<file path="src/rtl/vote_lin_pkg.sv">
package vote_lin_pkg;

  // Value loaded into table entry idx at reset: a plain ramp around mid.
  function automatic logic [15:0] ramp_entry(input int idx, input int mid);
    return 16'(idx - mid);
  endfunction

  // True when a vote count lies outside [lo, hi].
  function automatic logic beyond_linear(input int cnt, input int lo, input int hi);
    return (cnt < lo) || (cnt > hi);
  endfunction

endpackage

</file>
<file path="src/rtl/vote_popcount.sv">
module vote_popcount #(
  parameter int N_ARB = 64,
  parameter int GRP   = 8,
  localparam int CNT_W = $clog2(N_ARB + 1)
) (
  input  logic             clk,
  input  logic             rst_n,
  input  logic             in_valid,
  input  logic [N_ARB-1:0] votes,
  output logic             out_valid,
  output logic [CNT_W-1:0] count
);
  localparam int N_GRP  = N_ARB / GRP;
  localparam int PART_W = $clog2(GRP + 1);

  logic [N_GRP-1:0][PART_W-1:0] part_d, part_q;
  logic                         v1_q;
  logic [CNT_W-1:0]             total_d;

  // First stage: one small adder tree per group of arbiters.
  for (genvar g = 0; g < N_GRP; g++) begin : g_grp
    always_comb begin
      part_d[g] = '0;
      for (int b = 0; b < GRP; b++)
        part_d[g] = part_d[g] + PART_W'(votes[g*GRP + b]);
    end
  end

  always_ff @(posedge clk or negedge rst_n) begin
    if (!rst_n) begin
      part_q <= '0;
      v1_q   <= 1'b0;
    end else begin
      v1_q <= in_valid;
      if (in_valid) part_q <= part_d;
    end
  end

  // Second stage: sum of the group counts.
  always_comb begin
    total_d = '0;
    for (int g = 0; g < N_GRP; g++)
      total_d = total_d + CNT_W'(part_q[g]);
  end

  always_ff @(posedge clk or negedge rst_n) begin
    if (!rst_n) begin
      count     <= '0;
      out_valid <= 1'b0;
    end else begin
      out_valid <= v1_q;
      if (v1_q) count <= total_d;
    end
  end
endmodule

</file>
<file path="src/rtl/vote_lut.sv">
module vote_lut #(
  parameter int N_ARB  = 64,
  parameter int CODE_W = 8,
  localparam int CNT_W = $clog2(N_ARB + 1),
  localparam int DEPTH = N_ARB + 1,
  localparam int MID   = N_ARB / 2
) (
  input  logic              clk,
  input  logic              rst_n,
  input  logic              wr_en,
  input  logic [CNT_W-1:0]  wr_addr,
  input  logic [CODE_W-1:0] wr_data,
  input  logic              rd_en,
  input  logic [CNT_W-1:0]  rd_addr,
  output logic [CODE_W-1:0] rd_data
);
  import vote_lin_pkg::*;

  logic [DEPTH-1:0][CODE_W-1:0] entry_q;

  // One register per entry; an address above DEPTH-1 matches none of them.
  for (genvar k = 0; k < DEPTH; k++) begin : g_ent
    logic hit;
    assign hit = wr_en && (wr_addr == CNT_W'(k));
    always_ff @(posedge clk or negedge rst_n) begin
      if (!rst_n)   entry_q[k] <= CODE_W'(ramp_entry(k, MID));
      else if (hit) entry_q[k] <= wr_data;
    end
  end

  always_ff @(posedge clk or negedge rst_n) begin
    if (!rst_n)     rd_data <= '0;
    else if (rd_en) rd_data <= entry_q[rd_addr];
  end
endmodule

</file>
<file path="src/rtl/vote_range.sv">
module vote_range #(
  parameter int CNT_W  = 7,
  parameter int LO_LIM = 10,
  parameter int HI_LIM = 54
) (
  input  logic [CNT_W-1:0] count,
  output logic             outside
);
  import vote_lin_pkg::*;
  assign outside = beyond_linear(int'(count), LO_LIM, HI_LIM);
endmodule

</file>
<file path="src/rtl/vote_linearizer.sv">
module vote_linearizer #(
  parameter int N_ARB  = 64,
  parameter int GRP    = 8,
  parameter int CODE_W = 8,
  parameter int LO_LIM = 10,
  parameter int HI_LIM = 54,
  localparam int CNT_W = $clog2(N_ARB + 1),
  localparam int DLT_W = CNT_W + 1
) (
  input  logic                     clk,
  input  logic                     rst_n,
  input  logic                     sample_i,
  input  logic [N_ARB-1:0]         votes_i,
  input  logic                     lut_wr_en_i,
  input  logic [CNT_W-1:0]         lut_wr_addr_i,
  input  logic [CODE_W-1:0]        lut_wr_data_i,
  output logic                     valid_o,
  output logic signed [CODE_W-1:0] fine_code_o,
  output logic signed [DLT_W-1:0]  vote_delta_o,
  output logic                     out_of_range_o
);
  localparam int MID = N_ARB / 2;

  // Named internal events
  logic             cnt_valid;
  logic [CNT_W-1:0] cnt_value;
  logic             cnt_outside;
  logic [CODE_W-1:0] lut_word;

  vote_popcount #(.N_ARB(N_ARB), .GRP(GRP)) u_pop (
    .clk(clk), .rst_n(rst_n), .in_valid(sample_i), .votes(votes_i),
    .out_valid(cnt_valid), .count(cnt_value)
  );

  vote_lut #(.N_ARB(N_ARB), .CODE_W(CODE_W)) u_lut (
    .clk(clk), .rst_n(rst_n), .wr_en(lut_wr_en_i), .wr_addr(lut_wr_addr_i),
    .wr_data(lut_wr_data_i), .rd_en(cnt_valid), .rd_addr(cnt_value),
    .rd_data(lut_word)
  );

  vote_range #(.CNT_W(CNT_W), .LO_LIM(LO_LIM), .HI_LIM(HI_LIM)) u_rng (
    .count(cnt_value), .outside(cnt_outside)
  );

  // Third stage: aligned with the registered table read.
  always_ff @(posedge clk or negedge rst_n) begin
    if (!rst_n) begin
      valid_o        <= 1'b0;
      vote_delta_o   <= '0;
      out_of_range_o <= 1'b0;
    end else begin
      valid_o <= cnt_valid;
      if (cnt_valid) begin
        vote_delta_o   <= $signed(DLT_W'(cnt_value)) - $signed(DLT_W'(MID));
        out_of_range_o <= cnt_outside;
      end
    end
  end

  assign fine_code_o = $signed(lut_word);
endmodule

</file>
<file path="config.mk">
export PLATFORM = sky130hd
export DESIGN_NAME = vote_linearizer
export DESIGN_NICKNAME = d
export VERILOG_FILES = /design/src/rtl/vote_lin_pkg.sv /design/src/rtl/vote_popcount.sv /design/src/rtl/vote_lut.sv /design/src/rtl/vote_range.sv /design/src/rtl/vote_linearizer.sv
export SDC_FILE = /design/constraint.sdc
export NUM_CORES = 1
export LEC_CHECK = 0
export BUFFER_PORTS_ARGS = -buffer_cell sky130_fd_sc_hd__clkbuf_2
export CAP_MARGIN = 20
export CORE_AREA = 8 8 263 201
export CTS_CLUSTER_SIZE = 20
export DETAILED_ROUTE_END_ITERATION = 10
export DIE_AREA = 0 0 271 209
export PLACE_DENSITY = 0.84
export SLEW_MARGIN = 0
export SYNTH_ARGS = -nofsm -noshare
export SYNTH_HDL_FRONTEND = slang
export SYNTH_SLANG_ARGS = --single-unit
</file>
<file path="constraint.sdc">
create_clock -name clk -period 5.7 [get_ports clk]
set_input_delay 1.14 -clock clk [delete_from_list [all_inputs] [get_ports clk]]
set_output_delay 1.14 -clock clk [all_outputs]
set_load 0.005 [all_outputs]
</file>
==> results.md <==
Worst hold path:
- The cell count of the worst hold path is 1.
- The class of the most critical hold timing path is register to register.

Detailed routing:
- For this block, the via count after detailed routing is 17.8k.
- The DRC violations left is 0.
- The remaining antenna violation count after routing is 0.
- After the first detailed-routing iteration, the DRC count stood at 1851.
- The length of the first detailed-routing pass in iterations is 8.
- The detail-routed via count per cell is 6.37.
- The sum of routed wire length over all layers is 73.4 mm.
- The average wire per cell in the routed design is 26.3 µm.

Synth:
- The post-synth net total is 2207.
- The number of synthesized register bits is 579.
- By count the netlist is led by sky130_fd_sc_hd__mux2_2, sky130_fd_sc_hd__dfrtp_1, sky130_fd_sc_hd__dfstp_2.
- The most used flip-flop cell after synthesis is sky130_fd_sc_hd__dfrtp_1.
- Synthesis produced a netlist whose cell count is 2032.
- Yosys attributes the largest share of cell area to sky130_fd_sc_hd__dfrtp_1, sky130_fd_sc_hd__dfstp_2, sky130_fd_sc_hd__mux2_2.
- The count of distinct cell types in the synthesized netlist is 68.
- The share of the synthesized area in the top cell type is 27.9%.
- The fraction of registers with async set or reset after synthesis is 100%.
- The synthesis warning total is 0.
- The combined area of all synthesized cells is 28800 µm².
- sky130_fd_sc_hd__mux2_2 is the most common cell in the netlist.
- The proportion of synthesized chip area in sequential cells is 51.3%.
- The count of flip-flops with a built-in enable after synthesis is 0.
- After synthesis, the mean cell area works out to 14.2 µm².
- The leading area contributor after synthesis is sky130_fd_sc_hd__dfrtp_1.

Run status:
- The run finished with clean final reports.

Timing:
- Dividing the final minimum period by the clock period gives 77.6%.
- Setup repair after global routing left no endpoint under its margin.
- At the pin with the least slew margin, the transition time is 1120 ps.
- After routing, the total negative slack on setup checks comes to 0 ps.
- The total count of max-transition violations in the final report is 0.
- The setup skew after layout is 16.3 ps.
- For this run, the top clock speed supported by timing is 226 MHz.
- The smallest clock period supported by the final layout is computed as 4420 ps.
- Setup violations remaining at the end of the flow were counted as 0.
- The worst path setup slack after routing is 1280 ps.
- In this run the tightest slew margin relative to its limit is 25.2%.
- The final hold violation count was 0.

Clock tree:
- The number of cells upsized or downsized after cts is 0.
- CTS saw 579 sinks.
- The clock insertion delay at the later pin of the skew report is 600 ps.
- In this run, post-CTS hold repair placed 0 buffers.
- The number of buffers on the longest clock path is 3.
- In this run the number of H-tree levels came out at 2.
- In this run, CTS created clock tree buffers numbering 55.
- The buffer type at the clock tree root is sky130_fd_sc_hd__clkbuf_16.
- The buffers inserted during post-CTS setup optimization is 0.
- TritonCTS built the clock tree.
- The clock-pin slew of the registers on the worst-case setup and hold paths is 60 ps.

Critical path:
- The sort of element at the start of the critical path is a register.
- The required time reported for the critical path endpoint is 6200 ps.
- The reg2reg setup slack is 1280 ps.
- The largest fanout on the critical path is 2.
- The worst setup path is of the register to register kind.
- The endpoint kind of the worst setup timing path is a register.
- The arrival time of data at the critical path endpoint is 4920 ps.
- The number of cells on the worst reg-to-reg path is 15.

GRT:
- Global routing consumed, over all layers together, 25.8% of the routing resources.
- The first global-routing pass estimated 115 mm of wire.
- The overall overflow remaining after global route is 0.
- The maximum number of pins on one net before global-route repair is 123.
- The number of global-route vias before repair is 19.2k.
- The initial antenna violation count is 2.

Placed design:
- Input and output buffers added on the ports amount to 100.
- The congestion estimate from routability-driven global placement came to 0.948.
- OpenSTA, run right after detailed placement, puts the worst setup slack at 1310 ps.
- Summed over all nets, the half-perimeter wirelength after detailed placement is 48.2 mm.

Die:
- In this run the count of I/O pins placed on the die edge is 101.
- The horizontal die dimension is 271 µm.
- Measured along the y axis, the die boundary spans 209 µm.
- The number of core rows is 70.
- The die covers 56600 µm².
- Once the floorplan was initialized, standard cells occupied 59.6% of the core.
- After floorplanning, the core was sized to cover 48400 µm².

Layout:
- The final layout contains 2265 nets.
- The post-route netlist has 54.8% of its cells at a drive strength greater than 1.
- From synthesis to final layout, the design area changed by 9.89%.
- The filler cells instantiated in the layout total 3322.

Pwr:
- VDD sags by at most 0.000742 V.
- The power density normalized to cell area is 458 nW/µm².
- The static leakage power is 14.4 nW.

Flow run:
- The number of maximum-capacitance constraint violations is 0.
==> layout make-up <==
class / count / area (µm²) / share of cell area, %
Antenna cell: 2 / 5.00 / 0.0158
Clock buffer: 75 / 1580 / 4.99
Clock inverter: 28 / 297 / 0.935
Inverter: 131 / 492 / 1.55
Multi-Input combinational cell: 1196 / 12900 / 40.7
Sequential cell: 579 / 14800 / 46.7
Tap cell: 648 / 811 / 2.56
Timing Repair Buffer: 127 / 783 / 2.47
==> metrics by stage <==
stage / std cells / instance area, µm² / hold slack, ps / power, W / util (%)
floorplan: 2032 / 28800 / 352 / 0.00914 / -
global placement: 2679 / 29800 / 482 / 0.0104 / 61.5
detailed placement: 2679 / 29800 / 489 / 0.0107 / 61.5
CTS: 2782 / 31700 / 496 / 0.0145 / 65.4
global route: 2784 / 31700 / 515 / 0.0154 / 65.4
finish: 2786 / 31700 / 504 / 0.0145 / 65.5
==> cell usage in the layout, fill, tap and decap left out, types with 27 or more instances in the layout <==
cell,instances
sky130_fd_sc_hd__mux2i_1,83
sky130_fd_sc_hd__dfrtp_1,319
sky130_fd_sc_hd__fa_1,51
sky130_fd_sc_hd__nor2_1,44
sky130_fd_sc_hd__nand2_1,60
sky130_fd_sc_hd__clkbuf_2,100
sky130_fd_sc_hd__clkbuf_16,56
sky130_fd_sc_hd__inv_1,130
sky130_fd_sc_hd__a21oi_1,28
sky130_fd_sc_hd__ha_1,41
sky130_fd_sc_hd__dfstp_2,257
sky130_fd_sc_hd__a22oi_1,27
sky130_fd_sc_hd__mux2_2,552
sky130_fd_sc_hd__mux4_2,95
==> routing by layer <==
metal / wire length, µm / GRT usage, % / vias up
li1: - / - / 7386
met1: 30200 / 35.1 / 9418
met2: 34300 / 40.5 / 753
met3: 6380 / 6.94 / 192
met4: 2420 / 8.30 / 2
met5: 7 / 0 / -
==> worst paths after layout <==
| path | from | to |
|---|---|---|
| hold / removal | u_lut.entry_q[10] | u_lut.entry_q[10] |
| max in group asynchronous | rst_n | u_lut.entry_q[9] |
| setup reg to reg | u_pop.part_q[0] | u_pop.count[6] |
| hold reg to reg | u_lut.entry_q[10] | u_lut.entry_q[10] |
| min in group asynchronous | rst_n | u_lut.entry_q[259] |
| setup / recovery | u_pop.part_q[0] | u_pop.count[6] |
==> critical path: stages, from the launching register on <==
cell and delay, ps:
sky130_fd_sc_hd__dfrtp_1 350, sky130_fd_sc_hd__ha_1 170, sky130_fd_sc_hd__inv_1 60, sky130_fd_sc_hd__fa_1 400, sky130_fd_sc_hd__xor2_1 240, sky130_fd_sc_hd__fa_1 500, sky130_fd_sc_hd__fa_1 470, sky130_fd_sc_hd__fa_1 490
sky130_fd_sc_hd__inv_1 50, sky130_fd_sc_hd__fa_1 450, sky130_fd_sc_hd__ha_1 290, sky130_fd_sc_hd__a21o_1 170, sky130_fd_sc_hd__a21oi_1 210, sky130_fd_sc_hd__o21bai_1 110, sky130_fd_sc_hd__a211o_1 300, sky130_fd_sc_hd__o221ai_1 80
==> power by group <==
part / switching (W) / internal, W
sequential: 0.000529 / 0.00470
clock: 0.00163 / 0.00218
combinational: 0.00300 / 0.00248
==> state kept, by name, summed over array words and instances (netlist names) <==
name / cells
u_lut.entry_q: 520
u_pop.part_q: 32
u_lut.rd_data: 8
vote_delta_o: 8
u_pop.count: 7
out_of_range_o: 1
u_pop.out_valid: 1
u_pop.v1_q: 1
valid_o: 1
==> logic make-up (layout without fill, tap and decap cells) <==
family,Yosys count,after routing,share of synthesized area (%)
buffers and inverters,257,361,3.91
xor gates and xnor gates,13,13,0.395
muxes,730,730,31.8
AOI/OAI and AO/OA,136,136,3.21
and+or+nand+nor,225,225,3.98
DFF,579,579,51.3
other,0,2,0
adders and majority gates,92,92,5.32
Note: power is estimated with default switching activity, not from simulation.
